$ cat src/rtl/lane_parity_pkg.sv
// Package: shared sizing for the byte-lane parity unit.
// Assumes the data width is a whole number of lanes.
package lane_parity_pkg;
    localparam int unsigned BUS_W  = 64;
    localparam int unsigned LANE_W = 8;
    localparam int unsigned N_LANE = BUS_W / LANE_W;
endpackage

$ cat src/rtl/lane_parity_gen.sv
// lane_parity_gen: combinational even-parity former, one bit per lane.
// Assumes DATA_W is a multiple of LANE_W; bit n covers lane n.
module lane_parity_gen #(
    parameter int unsigned DATA_W = 64,
    parameter int unsigned LANE_W = 8,
    localparam int unsigned LANES = DATA_W / LANE_W
) (
    input  logic [DATA_W-1:0] data_i,
    output logic [LANES-1:0]  par_o
);
    for (genvar g = 0; g < LANES; g++) begin : g_lane
        // Reduction XOR of one lane gives the bit that makes the lane even.
        assign par_o[g] = ^data_i[g*LANE_W +: LANE_W];
    end
endmodule

$ cat src/rtl/wr_drive_stage.sv
// wr_drive_stage: registers write data and its parity and raises the drive
// enable from the second clock of a write cycle. Assumes wr_cycle is held
// high for the whole write cycle.
module wr_drive_stage #(
    parameter int unsigned DATA_W = 64,
    parameter int unsigned LANES  = 8
) (
    input  logic              clk,
    input  logic              rst_n,
    input  logic              wr_cycle,
    input  logic [DATA_W-1:0] wdata_i,
    input  logic [LANES-1:0]  wpar_i,
    output logic [DATA_W-1:0] dout_o,
    output logic [LANES-1:0]  pout_o,
    output logic              oe_o
);
    // Capture data and parity together on each write-cycle clock.
    always_ff @(posedge clk) begin
        if (!rst_n) begin
            dout_o <= '0;
            pout_o <= '0;
        end else if (wr_cycle) begin
            dout_o <= wdata_i;
            pout_o <= wpar_i;
        end
    end

    // Drive enable trails the cycle indication by one clock.
    always_ff @(posedge clk) begin
        if (!rst_n) oe_o <= 1'b0;
        else        oe_o <= wr_cycle;
    end
endmodule

$ cat src/rtl/rd_check_stage.sv
// rd_check_stage: samples read data on ready-qualified clocks and flags any
// enabled lane whose received parity differs from the recomputed one.
// Assumes calc_par_i is the parity of din_i formed in the same cycle.
module rd_check_stage #(
    parameter int unsigned DATA_W = 64,
    parameter int unsigned LANES  = 8
) (
    input  logic              clk,
    input  logic              rst_n,
    input  logic              rd_cycle,
    input  logic              wr_cycle,
    input  logic              rdy,
    input  logic [LANES-1:0]  lane_en_i,
    input  logic [DATA_W-1:0] din_i,
    input  logic [LANES-1:0]  pin_i,
    input  logic [LANES-1:0]  calc_par_i,
    output logic [DATA_W-1:0] rdata_o,
    output logic              strobe_o,
    output logic              err_o
);
    logic             sample;
    logic [LANES-1:0] lane_bad;

    // Qualify the sample and mask mismatching lanes with the byte enables.
    always_comb begin
        sample   = rd_cycle && rdy && !wr_cycle;
        lane_bad = (calc_par_i ^ pin_i) & lane_en_i;
    end

    // Hold read data between samples.
    always_ff @(posedge clk) begin
        if (!rst_n)      rdata_o <= '0;
        else if (sample) rdata_o <= din_i;
    end

    // One-clock strobe and error flag for each sample.
    always_ff @(posedge clk) begin
        if (!rst_n) begin
            strobe_o <= 1'b0;
            err_o    <= 1'b0;
        end else begin
            strobe_o <= sample;
            err_o    <= sample && (|lane_bad);
        end
    end
endmodule

$ cat src/rtl/lane_parity_unit.sv
// lane_parity_unit: byte-lane even parity for a bus in both directions.
// Writes: registered data plus parity, driven from the second clock.
// Reads: masked parity check on ready-qualified samples, registered flag.
// Assumes rd_cycle and wr_cycle come from the same clock domain.
module lane_parity_unit
    import lane_parity_pkg::*;
#(
    parameter int unsigned DATA_W = BUS_W,
    parameter int unsigned BYTE_W = LANE_W,
    localparam int unsigned NL = DATA_W / BYTE_W
) (
    input  logic              clk,
    input  logic              rst_n,
    input  logic              wr_cycle,
    input  logic              rd_cycle,
    input  logic              rdy,
    input  logic [NL-1:0]     byte_en,
    input  logic [DATA_W-1:0] core_wdata,
    input  logic [DATA_W-1:0] bus_din,
    input  logic [NL-1:0]     bus_pin,
    output logic [DATA_W-1:0] bus_dout,
    output logic [NL-1:0]     bus_pout,
    output logic              bus_oe,
    output logic [DATA_W-1:0] rd_data,
    output logic              rd_strobe,
    output logic              par_err
);
    logic [NL-1:0] wr_par;
    logic [NL-1:0] rd_par;

    lane_parity_gen #(.DATA_W(DATA_W), .LANE_W(BYTE_W)) u_wgen (
        .data_i(core_wdata), .par_o(wr_par)
    );

    lane_parity_gen #(.DATA_W(DATA_W), .LANE_W(BYTE_W)) u_rgen (
        .data_i(bus_din), .par_o(rd_par)
    );

    wr_drive_stage #(.DATA_W(DATA_W), .LANES(NL)) u_wr (
        .clk(clk), .rst_n(rst_n), .wr_cycle(wr_cycle),
        .wdata_i(core_wdata), .wpar_i(wr_par),
        .dout_o(bus_dout), .pout_o(bus_pout), .oe_o(bus_oe)
    );

    rd_check_stage #(.DATA_W(DATA_W), .LANES(NL)) u_rd (
        .clk(clk), .rst_n(rst_n), .rd_cycle(rd_cycle), .wr_cycle(wr_cycle),
        .rdy(rdy), .lane_en_i(byte_en), .din_i(bus_din), .pin_i(bus_pin),
        .calc_par_i(rd_par), .rdata_o(rd_data), .strobe_o(rd_strobe),
        .err_o(par_err)
    );
endmodule

$ cat config.mk
export PLATFORM = sky130hd
export DESIGN_NAME = lane_parity_unit
export DESIGN_NICKNAME = d
export VERILOG_FILES = /design/src/rtl/lane_parity_pkg.sv /design/src/rtl/lane_parity_gen.sv /design/src/rtl/wr_drive_stage.sv /design/src/rtl/rd_check_stage.sv /design/src/rtl/lane_parity_unit.sv
export SDC_FILE = /design/constraint.sdc
export NUM_CORES = 1
export LEC_CHECK = 0
export ABC_CLOCK_PERIOD_IN_PS = 1700
export BUFFER_PORTS_ARGS = -buffer_cell sky130_fd_sc_hd__buf_2
export CAP_MARGIN = 5
export CORE_MARGIN = 2
export CORE_UTILIZATION = 47
export CTS_CLUSTER_DIAMETER = 40
export DETAILED_ROUTE_END_ITERATION = 16
export PLACE_DENSITY = 0.78
export SYNTH_ARGS = -nofsm -noshare
export SYNTH_HDL_FRONTEND = slang
export SYNTH_SLANG_ARGS = --single-unit
export TNS_END_PERCENT = 30
$ cat constraint.sdc
create_clock -name clk -period 1.7 [get_ports clk]
set_input_delay 0.34 -clock clk [delete_from_list [all_inputs] [get_ports clk]]
set_output_delay 0.34 -clock clk [all_outputs]
set_load 0.05 [all_outputs]
==> summary by stage <==
Floorplanning
The initial standard-cell utilization of the core is 47.6%. In this run the count of I/O pins placed on the die edge is 288. The x dimension of the die is 119 um. The total area inside the core boundary comes to 13,100 um2. The die covers 14,300 um2. The die is 119 um tall. The number of placement rows is 42.

Worst setup path
The depth of the worst register-to-register path is 2. Grouping stages by cell kind, the critical path spends the most delay in XOR/XNOR gates. The worst register-to-register path ends at u_rd.rdata_o[19]$_SDFFE_PN0P_.

Counting buffers and inverters, the worst setup path is 6 cells deep. The endpoint required time on the critical path is 1.99 ns. The worst setup path is of the in -> reg kind. STA classifies the critical path endpoint as a flip-flop.

The signal on the critical path passes through buf_2, xnor2_1, xnor3_2, xnor2_1, a2111oi_2, a31oi_1. The start point of the critical path is bus_din[19]. The register-to-register setup slack is 1.00 ns. The worst setup path is launched from a primary input. The worst stage delay on the critical path is 0.44 ns. Among all stages on the critical path, the largest delay is contributed by sky130_fd_sc_hd__xnor3_2. The highest net fanout along the worst path is 2.

The buffer and inverter count on the worst path is 1. The last element of the critical path is u_rd.err_o$_SDFF_PN0_. The beginning of the worst register-to-register path is u_rd.rdata_o[19]$_SDFFE_PN0P_.

The cell repeated most along the worst path is sky130_fd_sc_hd__xnor2_1. For the worst setup path, the data arrival time is 1.73 ns.

Clock tree
Buffers inserted to repair hold after CTS numbered 0. The cell at the root of the clock tree is sky130_fd_sc_hd__clkbuf_16. Gates resized during post-CTS repair numbered 0. The insertion delay of the later-clocked pin in the worst-skew pair is 0.41 ns.

The post-CTS setup buffer count is 0. The clock slew at the register clock pins of the worst setup and hold paths is 0.06 ns. The H-tree level count is 4. The total CTS buffers is 17.

Counting along the longest clock path gives a buffer depth of 2. TritonCTS built the clock tree. The sink count of the clock tree is 139.

Placed design
Detailed placement finished with a half-perimeter wire length of 11,400 um. The number of buffer cells added on primary ports is 287. Before CTS, the worst setup slack after placement is -0.221 ns.

The final weighted congestion in routability-driven placement is 0.786.

Timing
The number of hold violations in the final report came to 0. Setup repair after global routing left no endpoint under its margin. The actual slew at the worst max-slew pin is 0.544 ns. Headroom to the max-slew limit came out at 63.8%. Setup total negative slack on the finished layout was measured at 0 ns. The final critical-path share of the clock period is 84.6%. The highest clock frequency the design can meet is 0.695 GHz. The final critical path time including I/O delays and setup is 1.44 ns. The final worst slack is 0.262 ns. The final count of pins violating max slew came to 0. The tightest hold path in the finished design has a slack of 0.191 ns. The final-report setup violation count is 0. Across the routed clock network, the largest skew measured is 0 ns.

Global route
Across every metal layer, demand over resource in global routing totals 22.0%. The number of antenna violations at the first check in global routing came to 1. The first global-routing pass estimated 24,700 um of wire. The number of global-route vias before repair is 5,124. Entering global routing, the biggest net connects 82 pins. The total overflow left after global routing is 0.

Route
In this run the remaining antenna-violating nets after routing total 0. The via total after detailed routing is 5,264. The starting DRC count in detailed routing is 249. The first detailed-routing pass ran for 4 iterations. In the final routed layout, each cell accounts on average for 14.1 um. The routed via count divided by cell count is 4.76. The routed design has 15,600 um of wire. For this run, design rule violations remaining after detail routing come to 0.

Run
The tool flagged a number of max-cap violations equal to 0.

Yosys
The synthesis-stage register bit count is 139. Synthesis produced a netlist with a net count of 789. The mapped netlist covers 6260 um2. The number of library cell types mapped by synthesis is 21. After synthesis, the mean cell area works out to 9.78 um2. Synthesis produced a netlist whose cell count is 640. Summing the sequential cell areas from Yosys gives 44.5% of the chip area. The count of warnings emitted by yosys is 0.

Final layout
At the end of the flow, the number of nets in the layout was 1,067. The repair_antennas step left the layout with diodes totalling 0. The proportion of layout cells with a drive suffix above 1 is 36.0%. The signed area change from the synthesized netlist to the final layout is 37.3%.

Pwr
Summed over all cells, the static leakage comes to 4.12 nW. The areal power density over the cells is 1130 nW/um2. The worst vdd rail ir drop is 0.636 mV.

Status
The flow ran to the end, and the final reports show no timing, DRC or antenna violations.

Min path
In this run the worst hold path is classified as in -> reg.
## state kept, by name (all words and copies together), names as in the netlist
name / flops
u_rd.rdata_o: 64
u_wr.dout_o: 64
u_wr.pout_o: 8
u_rd.err_o: 1
u_rd.strobe_o: 1
u_wr.oe_o: 1
## routing by layer
layer	routed length, um	global-route usage (%)	vias up
li1	-	-	2636
met1	6440	25.6	2395
met2	7520	37.0	201
met3	1220	7.04	30
met4	409	9.63	2
met5	14	0	-
## kinds of logic after synthesis
logic type             Yosys count  synth area share (%)
AND/OR/NAND/NOR                211                  15.4
flip-flops                     139                  44.5
XOR/XNOR                       106                  17.3
buffers and inverters           41                  2.62
AO/OA/AOI/OAI                   76                  9.53
multiplexers                    67                  10.7
## area by class of cell
type,count,area (um2)
Multi-Input combinational cell,460,3320
Fill cell,1146,4540
Tap cell,176,220
Inverter,3,11.3
Timing Repair Buffer,297,1580
Clock buffer,22,494
Sequential cell,139,2780
Clock inverter,10,185
## through the flow
step	power, mW	utilization [%]	cells	cell area [um2]
global route	10.1	65.4	1107	8590
floorplan	5.04	-	640	6260
CTS	9.83	65.4	1107	8590
finish	9.74	65.4	1107	8590
global placement	5.61	60.2	1075	7910
detailed placement	5.63	60.2	1075	7910
## power breakdown
group,internal [mW],switching (mW)
registers,3.43,0.0793
logic,0.819,1.22
clock network,2.80,1.39
## cells in the mapped netlist (all sizes together)
library cell	instances	area share, %
nand2	141	8.5
dfxtp	139	44
xnor2	87	12
mux2i	67	11
a21boi	64	7.7
nor2b	64	6.4
clkbuf	24	1.4
buf	14	1.0
xnor3	11	4.0
o211a	8	1.3
xor2	8	1.1
inv	3	0.18
or2	3	0.30
a22oi	2	0.24
a2111oi	1	0.24
a31oi	1	0.10
and2	1	0.10
nand2b	1	0.10
nor2	1	0.060
## worst register-to-register path, stage by stage (launching register included)
cell,delay [ns]
sky130_fd_sc_hd__dfxtp_1,0.34
sky130_fd_sc_hd__nand2_1,0.05
sky130_fd_sc_hd__a21boi_0,0.22
## layout by cell type, fill, tap and decap left out, drive strengths merged
cell type / instances
and2: 1
inv: 3
nor2: 1
bufinv: 5
a31oi: 1
a2111oi: 1
nand2: 141
nor2b: 64
xor2: 8
mux2i: 67
a22oi: 2
nand2b: 1
clkinv: 4
or2: 3
clkbuf: 22
dfxtp: 139
buf: 297
o211a: 8
a21boi: 64
clkinvlp: 1
xnor3: 11
xnor2: 87
## worst min path at each step
| stage | startpoint | endpoint | slack, ns | depth (start not counted) |
|---|---|---|---|---|
| after floorplan | bus_din[10] | u_rd.rdata_o[10]$_SDFFE_PN0P_ | 0.48 | 2 |
| after global placement | u_rd.rdata_o[30]$_SDFFE_PN0P_ | u_rd.rdata_o[30]$_SDFFE_PN0P_ | 0.45 | 2 |
| after detailed placement | u_rd.rdata_o[26]$_SDFFE_PN0P_ | u_rd.rdata_o[26]$_SDFFE_PN0P_ | 0.45 | 2 |
| after CTS | bus_din[24] | u_rd.rdata_o[24]$_SDFFE_PN0P_ | 0.17 | 3 |
| after global routing | bus_din[25] | u_rd.rdata_o[25]$_SDFFE_PN0P_ | 0.18 | 3 |
| final | bus_din[35] | u_rd.rdata_o[35]$_SDFFE_PN0P_ | 0.19 | 3 |
(Power assumes the default switching activity.)
